File: config.mk
export PLATFORM = sky130hd
export DESIGN_NAME = modem_status_reg
export DESIGN_NICKNAME = d
export VERILOG_FILES = /design/src/rtl/msr_pkg.sv /design/src/rtl/msr_line_sync.sv /design/src/rtl/msr_delta_track.sv /design/src/rtl/msr_read_view.sv /design/src/rtl/modem_status_reg.sv
export SDC_FILE = /design/constraint.sdc
export NUM_CORES = 1
export LEC_CHECK = 0
export BUFFER_PORTS_ARGS = -buffer_cell sky130_fd_sc_hd__buf_2
export CAP_MARGIN = 20
export CORE_AREA = 2 2 39 41
export CTS_CLUSTER_SIZE = 28
export DETAILED_ROUTE_END_ITERATION = 8
export DIE_AREA = 0 0 41 43
export HOLD_SLACK_MARGIN = 0.12
export PLACE_DENSITY = 0.74
export SLEW_MARGIN = 20
export SYNTH_ARGS = -nofsm -noshare
export SYNTH_HDL_FRONTEND = slang
export SYNTH_SLANG_ARGS = --single-unit
File: constraint.sdc
create_clock -name clk -period 1.7 [get_ports clk]
set_input_delay 0.17 -clock clk [delete_from_list [all_inputs] [get_ports clk]]
set_output_delay 0.17 -clock clk [all_outputs]
set_load 0.005 [all_outputs]
File: src/rtl/msr_pkg.sv
// Shared constants for the modem status register.
// Assumes the fixed nibble layout {dcd, ri, dsr, cts} for levels and flags.
package msr_pkg;
    localparam int NLINES    = 4;
    localparam int IDX_CTS   = 0;
    localparam int IDX_DSR   = 1;
    localparam int IDX_RI    = 2;
    localparam int IDX_DCD   = 3;
    localparam int CTL_W     = 5;
    localparam int CTL_LOOP  = 4;
    localparam int CTL_OUT2  = 3;
    localparam int CTL_OUT1  = 2;
    localparam int CTL_RTS   = 1;
    localparam int CTL_DTR   = 0;
    localparam logic [NLINES-1:0] LINE_RST = 4'b1011;
endpackage

File: src/rtl/msr_line_sync.sv
// Multi-stage synchronizer for asynchronous handshake lines.
// Assumes STAGES >= 1. Each bit resets to its RST_VAL bit so that no change
// is seen when reset is released.
module msr_line_sync #(
    parameter int              WIDTH   = 4,
    parameter int              STAGES  = 2,
    parameter logic [WIDTH-1:0] RST_VAL = '0
) (
    input  logic             clk,
    input  logic             rst_n,
    input  logic [WIDTH-1:0] d,
    output logic [WIDTH-1:0] q
);
    logic [WIDTH-1:0] stg [STAGES];

    // First stage captures the raw lines
    always_ff @(posedge clk) begin
        if (!rst_n) stg[0] <= RST_VAL;
        else        stg[0] <= d;
    end

    genvar gi;
    generate
        for (gi = 1; gi < STAGES; gi++) begin : g_stage
            // Later stages shift the sample along the chain
            always_ff @(posedge clk) begin
                if (!rst_n) stg[gi] <= RST_VAL;
                else        stg[gi] <= stg[gi-1];
            end
        end
    endgenerate

    assign q = stg[STAGES-1];
endmodule

File: src/rtl/msr_delta_track.sv
// Holds the registered line levels and the sticky change flags.
// Assumes smp is already synchronized and clr is a one-cycle pulse.
module msr_delta_track
    import msr_pkg::*;
(
    input  logic              clk,
    input  logic              rst_n,
    input  logic [NLINES-1:0] smp,
    input  logic              clr,
    output logic [NLINES-1:0] lvl,
    output logic [NLINES-1:0] chg
);
    logic [NLINES-1:0] diff;

    // Transitions per line, the ring line counting only its falling edge
    always_comb begin
        diff          = lvl ^ smp;
        diff[IDX_RI]  = lvl[IDX_RI] & ~smp[IDX_RI];
    end

    // Update the levels and accumulate the flags, clearing on a read
    always_ff @(posedge clk) begin
        if (!rst_n) begin
            lvl <= LINE_RST;
            chg <= '0;
        end else begin
            lvl <= smp;
            chg <= (clr ? '0 : chg) | diff;
        end
    end


    ring_fall_only_chk: assert property (@(posedge clk) disable iff (!rst_n)
        $rose(chg[IDX_RI]) |-> ($past(lvl[IDX_RI]) && !lvl[IDX_RI]));


    cts_flag_on_change_chk: assert property (@(posedge clk) disable iff (!rst_n)
        (lvl[IDX_CTS] != smp[IDX_CTS]) |=> chg[IDX_CTS]);


    flags_sticky_chk: assert property (@(posedge clk) disable iff (!rst_n)
        !clr |=> ((chg & $past(chg)) == $past(chg)));


    read_clears_chk: assert property (@(posedge clk) disable iff (!rst_n)
        (clr && (lvl == smp)) |=> (chg == '0));
endmodule

File: src/rtl/msr_read_view.sv
// Forms the byte returned to a read: live status or the loopback cross-map.
// Assumes ctl carries the low five bits of the modem control byte.
module msr_read_view
    import msr_pkg::*;
(
    input  logic [NLINES-1:0] lvl,
    input  logic [NLINES-1:0] chg,
    input  logic [CTL_W-1:0]  ctl,
    output logic [2*NLINES-1:0] dout
);
    logic [NLINES-1:0] loop_lvl;

    // Cross the control outputs onto the status positions
    always_comb begin
        loop_lvl          = '0;
        loop_lvl[IDX_DCD] = ctl[CTL_OUT2];
        loop_lvl[IDX_RI]  = ctl[CTL_OUT1];
        loop_lvl[IDX_DSR] = ctl[CTL_DTR];
        loop_lvl[IDX_CTS] = ctl[CTL_RTS];
    end

    // Choose the read byte by the loopback bit
    always_comb begin
        if (ctl[CTL_LOOP]) dout = {loop_lvl, {NLINES{1'b0}}};
        else               dout = {lvl, chg};
    end
endmodule

File: src/rtl/modem_status_reg.sv
// Modem status register: synchronizes four handshake lines, keeps sticky
// change flags, offers a loopback read view and an any-change output.
// Assumes rd_stb pulses once per read access.
module modem_status_reg
    import msr_pkg::*;
#(
    parameter int SYNC_STAGES = 2
) (
    input  logic             clk,
    input  logic             rst_n,
    input  logic             cts_i,
    input  logic             dsr_i,
    input  logic             ri_i,
    input  logic             dcd_i,
    input  logic [CTL_W-1:0] ctl_i,
    input  logic             rd_stb,
    output logic [7:0]       rd_data,
    output logic             any_chg
);
    logic [NLINES-1:0] raw;
    logic [NLINES-1:0] smp;
    logic [NLINES-1:0] lvl;
    logic [NLINES-1:0] chg;
    logic              clr;

    assign raw = {dcd_i, ri_i, dsr_i, cts_i};
    assign clr = rd_stb & ~ctl_i[CTL_LOOP];

    msr_line_sync #(
        .WIDTH   (NLINES),
        .STAGES  (SYNC_STAGES),
        .RST_VAL (LINE_RST)
    ) u_sync (
        .clk   (clk),
        .rst_n (rst_n),
        .d     (raw),
        .q     (smp)
    );

    msr_delta_track u_track (
        .clk   (clk),
        .rst_n (rst_n),
        .smp   (smp),
        .clr   (clr),
        .lvl   (lvl),
        .chg   (chg)
    );

    msr_read_view u_view (
        .lvl  (lvl),
        .chg  (chg),
        .ctl  (ctl_i),
        .dout (rd_data)
    );

    assign any_chg = |chg;
endmodule

Yosys cells after proc, flatten, opt, wreduce, memory -nomap -nowiden
Memory sizes are Yosys's and may differ from the RTL's.
Cells that the tools add are included.
- bits in registers: 8
- bits in latches: 0
- bits in writable memories: 8
- ROM bits: 0
- input bits: 12
- output and inout port bits: 9
- memories kept: 1
- add/subtract/negate cells: 0
- multipliers: 0
- divide/modulo/power cells: 0
- magnitude comparators: 0
- eq/ne operators: 0
- shifts and indexed selects: 0
- multiplexer cells: 6
- bitwise gates (word level): 8
- reduce and logical (&&, ||, !) cells: 1
- memory list (memory ; words ; width ; read ports ; clocked after Yosys merged registers in ; wr ports ; RTL line ; RTL):
    u_sync.stg ; 2 ; 4 ; 2 ; 0 ; 2 ; msr_line_sync.sv:14 ; logic [WIDTH-1:0] stg [STAGES];
- operators with widths (operator ; number):
    $mux 4 ; 3
    $mux 8 ; 1
    $or 4x4->4 ; 1
    $reduce_or 4->1 ; 1
    $xor 4x4->4 ; 1
    $and 1x1->1 ; 2
    $mux 1 ; 2
    $not 1->1 ; 2
    $or 1x1->1 ; 2

Depth between registers and ports, before layout
Gate-level depths: netlist (run 1).
- word-level depth: 4
- depth in mapped cells: 4
- depth with buffers taken out: 3

By module
A second synthesis (run 1) with hierarchy kept.
- cell total of the unflattened synthesis: 51
- area total of the unflattened synthesis: 606.8 um2
- modules (own cells, without submodules) (module ; instances ; cells each ; area an instance (um2) ; sequential area each (um2)):
    msr_delta_track ; 1 ; 24 ; 276.5 ; 160.2
    msr_line_sync ; 1 ; 16 ; 210.2 ; 160.2
    msr_read_view ; 1 ; 9 ; 106.4 ; 0.0
    modem_status_reg ; 1 ; 2 ; 13.8 ; 0.0

Least setup slack after synthesis (run 1)
OpenSTA, ideal clock, no wires.
- kind: register to output
- start: register u_track.chg[1]
- end: output any_chg
- arrival time: 0.817 ns
- required time: 1.530 ns
- slack: 0.713 ns
- stages on the path, launching flop included: 2
- buffers on the path: 0
- path through: dfxtp_1 or4_1
- longest elaborated chain between the ends: 1
- RTL lines (item ; RTL line ; RTL):
    start: declaration ; msr_delta_track.sv:11 ; output logic [NLINES-1:0] chg
    start signal: assignment ; msr_delta_track.sv:28 ; chg <= (clr ? '0 : chg) | diff;
    $reduce_or 4->1 ; modem_status_reg.sv:56 ; assign any_chg = |chg;
    end: declaration ; modem_status_reg.sv:18 ; output logic any_chg
No other way between the ends.

Final worst setup path (run 1)
Same ends and word-level chain as after synthesis.

==> flow_summary.ini, run 1 <==
[yosys]
syn_avg_cell_area_sq_um = 11.1
yosys_warnings = 0
synth_top_area_share_pct = 55.3
netlist_area_sq_um = 579
ys_seq_elements = 16
synthDominantAreaCellType = dfxtp_1
synthCells = 52
yosys-top-cells-area = dfxtp_1 55%, nand2b_1 9.7%, nor2b_1 8.6%
syn-num-nets = 64
yosysUniqueCellTypes = 12
ys_seq_area_share_pct = 55.3

[clock_tree]
cts_inserted_buffers = 3
clk_pin_slew_ns = 0.09
cts_sinks = 16
cts_resized = 0
cts-htree-levels = 1
cts_setup_buffers = 0
cts_buffer_depth = 2
cts_root_buffer = clkbuf_4
clk_latency_ns = 0.28
cts_tree = yes

[critical_path]
arrival_ns = 1.25
crit_fanout = 3
path_cells = or4_1 -> buf_2
path_delay_family = simple AND/OR/NAND/NOR gates
critPathMaxStageDelay_ns = 0.51
crit_slowest_cell = or4_1
crit_type = reg -> out
cp-start-kind = flip-flop
worst-path-buf-inv = 1
cp-end-kind = output pin
required_ns = 1.53

[power_and_ir_drop]
powerDensity_nw_per_um2 = 934
cellLeakagePower_nw = 0.336
finalPower_uw = 713
vdd_drop_max_mv = 0.578

[floorplanning]
num_rows = 14
die_x_microns = 41
core_area_sq_um = 1380
start_util_pct = 41.9
io_pins = 21
dieArea_sq_um = 1760
dieHeight_microns = 43

[place]
dp_slack_ns = 0.588
port_buffers = 20
place_congestion = 0.604

[sta]
fmax_mhz = 706
period_share_pct = 83.3
skew_ns = 0.00228
setup_viol = 0
finalMaxSlewViolations = 0
timing.hold.ws_ns = 0.180
finalHoldViolCount = 0
min_period_ns = 1.42
tightestPinTransition_ns = 0.230
setup_tns_ns = 0
grt_setup_unrepaired = no
relSlewSlack_pct = 84.7
fin_ws_ns = 0.284

[status]
status = finished clean

[routing]
drc = 0
route.detailed.wl_per_inst_microns = 9.15
vias = 412
vias_per_cell = 4.38
drtIter0Drc = 0
wl_microns = 860
antenna_left = 0
dr.pass1.iters = 1

[worst_hold_path]
hold_path.class = in -> reg

[global_routing]
antenna_found_initial = 0
grt_max_degree = 17
grt.total_usage_pct = 11.5
grt.overflow.total = 0
grt_first_pass_wirelength_mm = 1.28
grt_pass1_vias = 344

[layout]
fill_cells = 139
drive_gt1_share_pct = 33.3
final_common_cell = buf_2
final_cell_mix = 20 x buf_2, 16 x dfxtp_1, 9 x nand2b_1
nNetsFinal = 91
diodes = 0
area_growth_pct = 31.7
final_util_pct = 55.2

[job]
max_cap_viol_count = 0
==> kinds of logic (layout without fill, tap and decap cells) <==
family / after synthesis / after routing / synth area share (%)
muxes: 4 / 4 / 7.77
DFF: 16 / 16 / 55.3
and+or+nand+nor: 23 / 23 / 26.8
buffers and inverters: 2 / 28 / 2.16
AOI/OAI and AO/OA: 4 / 4 / 3.46
xor gates and xnor gates: 3 / 3 / 4.54
==> per-layer routing <==
layer  vias to the layer above  track usage, %  part of all wire, %
li1                        218               -                    -
met1                       175            10.3                   44
met2                        17            18.1                   46
met3                         2            9.42                  9.1
met4                         0            4.00                  1.2
met5                         -               0                    0
==> repair_timing <==
item | CTS | global route
endpoints found under the hold margin | 4 | 0
hold buffers | 4 | 0
endpoints found under the setup margin | 0 | 0
==> registers in the layout, indices dropped and copies added (netlist names) <==
| register | count |
|---|---|
| u_sync.stg | 8 |
| u_track.chg | 4 |
| u_track.lvl | 4 |
==> cell usage after synthesis (all sizes together) <==
| master | n |
|---|---|
| dfxtp | 16 |
| nand2b | 10 |
| xor2 | 3 |
| a21oi | 4 |
| buf | 2 |
| and2 | 3 |
| nor2b | 9 |
| mux2 | 4 |
| or4 | 1 |
==> layout make-up <==
type	instances	area, sq um	area share (%)
sequential	16	320	42.0
multi-input combinational	34	246	32.3
timing repair buffer	24	140	18.4
clock buffer	4	36.3	4.75
tap	16	20.0	2.62
==> metrics by stage <==
stage / cells / instance area (sq um)
after floorplan: 52 / 579
after global placement: 86 / 687
after detailed placement: 86 / 687
after CTS: 94 / 763
after global routing: 94 / 763
final: 94 / 763
==> worst paths after layout <==
path	from	to	slack, ns	cells past startpoint
worst max-delay path	u_track.chg[1]	any_chg	0.28	2
worst min-delay path	rst_n	u_track.lvl[3]	0.18	2
worst max register to register	u_sync.stg[1][1]	u_track.chg[1]	0.94	3
worst min register to register	u_sync.stg[0][0]	u_sync.stg[1][0]	0.41	1
==> worst register-to-register path, cell delays in order, from the launching register on <==
cell and delay (ns):
dfxtp_1 0.32, xor2_1 0.16, a21oi_1 0.12, nor2b_1 0.05
==> power by group <==
| group | internal (mW) | total (mW) | switching, mW |
|---|---|---|---|
| clock network | 0.130 | 0.240 | 0.110 |
| registers | 0.391 | 0.399 | 0.00742 |
| logic | 0.0457 | 0.0733 | 0.0276 |
Note: power is estimated with default switching activity, not from simulation.
==> run 2: changes to the inputs <==
clock period = 1.45 ns   (was 1.7 ns; I/O delays follow)
==> flow_summary.ini, run 2 (synthesis gave the netlist of run 1 again) <==
[status]
status = finished clean

[critical_path]
ff2ff_path_depth = 3
arrival_ns = 1.26
r2r-end = u_track.chg[1]
critPathMaxStageDelay_ns = 0.51
crit_fanout = 2
path_cells = or4_1 -> buf_2
r2r-start = u_sync.stg[1][1]
cp-start-kind = flip-flop
crit_slowest_cell = or4_1
cp-startpoint = u_track.chg[3]
required_ns = 1.31
worst-path-buf-inv = 1
crit_type = reg -> out
critical_path_cell_count = 2
cp-end-kind = output pin
cp-endpoint = any_chg
path_delay_family = simple AND/OR/NAND/NOR gates
r2r_slack_ns = 0.70

[floorplanning]
die_x_microns = 41
dieHeight_microns = 43
start_util_pct = 41.9
io_pins = 21
dieArea_sq_um = 1760
core_area_sq_um = 1380
num_rows = 14

[worst_hold_path]
min_path_cells = 2
hold_path.class = in -> reg
hold_path_startpoint = rst_n

[routing]
antenna_left = 0
wl_microns = 851
drc = 0
dr.pass1.iters = 3
drtIter0Drc = 5
route.detailed.wl_per_inst_microns = 8.96
vias_per_cell = 4.42
vias = 420

[layout]
stdcell_count = 95
diodes = 0
final_cell_mix = 20 x buf_2, 14 x dfxtp_1, 9 x nand2b_1
drive_gt1_share_pct = 36.7
final_common_cell = buf_2
fill_cells = 134
largest_register = u_sync.stg
largestRegisters = u_sync.stg (8), u_track.chg (4), u_track.lvl (4)
largest_reg_flops = 8
nNetsFinal = 92
fin_area_sq_um = 773
area_growth_pct = 33.5
regArea_sq_um = 323
multi_input_area_sq_um = 246
final_util_pct = 55.9

[clock_tree]
cts_buffer_depth = 2
clk_pin_slew_ns = 0.09
cts_root_buffer = clkbuf_4
cts-htree-levels = 1
cts_inserted_buffers = 3
clk_latency_ns = 0.29
cts_tree = yes
cts_sinks = 16

[place]
placement.cell_area_sq_um = 687
dp_slack_ns = 0.357
place_congestion = 0.607
dpl.cell_count = 86
port_buffers = 20

[sta]
tightestPinTransition_ns = 0.245
min_period_ns = 1.41
finalHoldViolCount = 0
period_share_pct = 96.9
skew_ns = 0.00674
grt_setup_unrepaired = yes
setup_viol = 0
fin_ws_ns = 0.0442
relSlewSlack_pct = 83.7
fmax_mhz = 711
finalMaxSlewViolations = 0

[job]
max_cap_viol_count = 0

[power_and_ir_drop]
finalPower_uw = 842
vdd_drop_max_mv = 0.786
cellLeakagePower_nw = 0.342
powerDensity_nw_per_um2 = 1090

[global_routing]
grt_pass1_vias = 333
grt_first_pass_wirelength_mm = 1.29
antenna_found_initial = 0
grt.total_usage_pct = 11.9
grt.overflow.total = 0
grt_max_degree = 17
==> run 2: worst min path at each step <==
stage	to	slack [ns]
floorplan	u_sync.stg[0][3]	0.22
global placement	u_sync.stg[0][1]	0.32
detailed placement	u_sync.stg[0][0]	0.33
CTS	u_track.lvl[3]	0.14
global route	u_sync.stg[1][3]	0.15
finish	u_track.lvl[1]	0.16
==> run 2: final cells by class <==
class,instances,area share (%)
Sequential cell,16,41.7
Timing Repair Buffer,25,19.1
Multi-Input combinational cell,34,31.9
Tap cell,16,2.59
Clock buffer,4,4.69
==> run 2: timing repair <==
| action | CTS | global route |
|---|---|---|
| gates resized for setup | 0 | 2 |
| hold endpoints to repair | 4 | 0 |
| endpoints found under the setup margin | 0 | 1 |
| buffers inserted | 0 | 1 |
| hold buffers | 4 | 0 |
==> run 2: stage by stage <==
stage | hold slack (ns) | setup TNS, ns
after floorplan | 0.218 | 0
after global placement | 0.324 | 0
after detailed placement | 0.330 | 0
after CTS | 0.144 | 0
after global routing | 0.154 | -0.0275
final | 0.158 | 0
==> run 2: routing by layer <==
| metal | part of all wire [%] | track usage [%] | up-vias |
|---|---|---|---|
| met5 | 0 | 0 | - |
| met4 | 1.4 | 8.00 | 0 |
| met3 | 8.3 | 9.42 | 2 |
| met2 | 47 | 16.6 | 18 |
| met1 | 43 | 11.6 | 180 |
| li1 | - | - | 220 |
==> run 2: where the power goes <==
group          switching, mW  internal (mW)  total [mW]
logic                 0.0332         0.0558      0.0890
registers            0.00834          0.460       0.468
clock network          0.132          0.153       0.285
==> run 3: changes to the inputs <==
ABC_AREA = 1   (was unset)
CTS_CLUSTER_SIZE = unset   (was 28)
==> flow_summary.ini, run 3 <==
[status]
status = finished clean

[critical_path]
crit_fanout = 2
cp-end-kind = output pin
crit_type = reg -> out
path_cells = inv_1 -> o21ai_0 -> buf_2
cp-endpoint = rd_data[7]
cp-start-kind = flip-flop
arrival_ns = 0.94
critPathMaxStageDelay_ns = 0.34
r2r-end = u_track.chg[3]
ff2ff_path_depth = 4
cp-startpoint = u_track.lvl[3]
r2r-start = u_sync.stg[1][3]
r2r_slack_ns = 0.78
required_ns = 1.31
crit_slowest_cell = dfxtp_1

[routing]
route.detailed.wl_per_inst_microns = 7.93
wl_microns = 968
drc = 0
antenna_left = 0
vias = 518
vias_per_cell = 4.25
drtIter0Drc = 8
dr.pass1.iters = 4

[floorplanning]
dieArea_sq_um = 1760
dieHeight_microns = 43
core_area_sq_um = 1380
num_rows = 14
io_pins = 21
start_util_pct = 42.0
die_x_microns = 41

[power_and_ir_drop]
vdd_drop_max_mv = 0.606
powerDensity_nw_per_um2 = 1090
cellLeakagePower_nw = 0.442

[yosys]
async_flop_share_pct = 0
syn_avg_cell_area_sq_um = 7.44
syn-num-nets = 90
synth_ff_type = dfxtp_1
yosys-top-cells-area = dfxtp_1 55%, nand2_1 17%, inv_1 9.7%
synthDominantAreaCellType = dfxtp_1
ys_seq_area_share_pct = 55.2
yosysUniqueCellTypes = 10
yosysMostFrequentCell = nand2_1
ys_seq_elements = 16
synthCells = 78
yosys_warnings = 0
synth-edff-count = 0
netlist_area_sq_um = 581
synth_top_area_share_pct = 55.2
synth_commonest_cells = 27 x nand2_1, 16 x dfxtp_1, 15 x inv_1, 6 x or2_1

[global_routing]
grt_max_degree = 13
grt_first_pass_wirelength_mm = 1.50
grt_pass1_vias = 391
grt.total_usage_pct = 13.9
antenna_found_initial = 0
grt.overflow.total = 0

[layout]
area_growth_pct = 34.7
largest_register = u_sync.stg
largest_reg_flops = 8
nNetsFinal = 119
drive_gt1_share_pct = 23.6
final_cell_mix = 27 x nand2_1, 20 x buf_2, 16 x dfxtp_1
diodes = 0
largestRegisters = u_sync.stg (8), u_track.chg (4), u_track.lvl (4)
final_common_cell = nand2_1

[clock_tree]
cts_sinks = 16
cts_setup_buffers = 0
cts-htree-levels = 1
clk_pin_slew_ns = 0.10
cts_root_buffer = clkbuf_4
cts_tree = yes
cts_buffer_depth = 2
cts_inserted_buffers = 3
hold_buffers = 5
clk_latency_ns = 0.29
cts_resized = 0

[sta]
setup_tns_ns = 0
min_period_ns = 1.09
grt_setup_unrepaired = no
finalHoldViolCount = 0
finalMaxSlewViolations = 0
fmax_mhz = 921
setup_viol = 0
relSlewSlack_pct = 88.9
fin_ws_ns = 0.365
skew_ns = 0.0103
period_share_pct = 74.9
tightestPinTransition_ns = 0.166

[place]
place_congestion = 0.636
dp_hpwl_microns = 705
dp_slack_ns = 0.660
port_buffers = 20

[job]
max_cap_viol_count = 0

[worst_hold_path]
hold_path.class = in -> reg
## run 3: cell count changes after synthesis, moves of 3 or more
cell	before	now
or2_1	0	6
inv_1	0	15
nand2_1	0	27
xor2_1	3	0
o21ai_0	0	3
nor2_1	0	4
nor2b_1	8	0
and2_1	3	0
mux2_1	4	0
nand2b_1	9	0
## run 3: stage by stage
stage	std cells	utilization [%]	power (mW)	hold slack, ns	instance area, sq um
floorplan	78	-	0.518	0.214	581
global placement	113	50.3	0.553	0.322	696
detailed placement	113	50.3	0.555	0.328	696
CTS	122	56.5	0.854	0.177	782
global route	122	56.5	0.892	0.209	782
finish	122	56.5	0.849	0.180	782
## run 3: layout make-up
type	instances	area [sq um]
Timing Repair Buffer	25	150
Sequential cell	16	320
Clock buffer	4	36.3
Fill cell	136	602
Tap cell	16	20.0
Multi-Input combinational cell	45	195
Inverter	16	60.1
## run 3: routing by layer
layer	share of wire [%]	wire length, microns	GRT usage [%]
met3	8.4	81	6.28
met4	3.3	32	14.0
met2	42	407	19.1
met5	0	0	0
met1	46	446	14.4
## run 3: worst max-delay path, delay by kind of cell, from the launching register on
family	cells	cell delay, ns
flops	1	0.34
buf+inv	2	0.18
compound gates	1	0.13
## run 3: cell families (layout without fill, tap and decap cells)
kind of cell    after synthesis  after routing  share of synthesized area (%)
compound gates                7              7                           6.03
flops                        16             16                           55.2
simple gates                 38             38                           27.6
buf+inv                      17             45                           11.2
## run 3: worst min-delay path by stage
stage,from,to,slack [ns],depth (start not counted)
floorplan,rst_n,u_track.lvl[0],0.21,1
global placement,ri_i,u_sync.stg[0][2],0.32,3
detailed placement,ri_i,u_sync.stg[0][2],0.33,3
CTS,rd_stb,u_track.chg[1],0.18,4
global route,rd_stb,u_track.chg[3],0.21,4
finish,rd_stb,u_track.chg[3],0.18,4
## run 3: report_power, final
part | total (mW) | internal [mW] | switching [mW]
clock | 0.296 | 0.153 | 0.143
sequential | 0.466 | 0.459 | 0.00743
combinational | 0.0872 | 0.0467 | 0.0405
total | 0.849 | 0.659 | 0.191
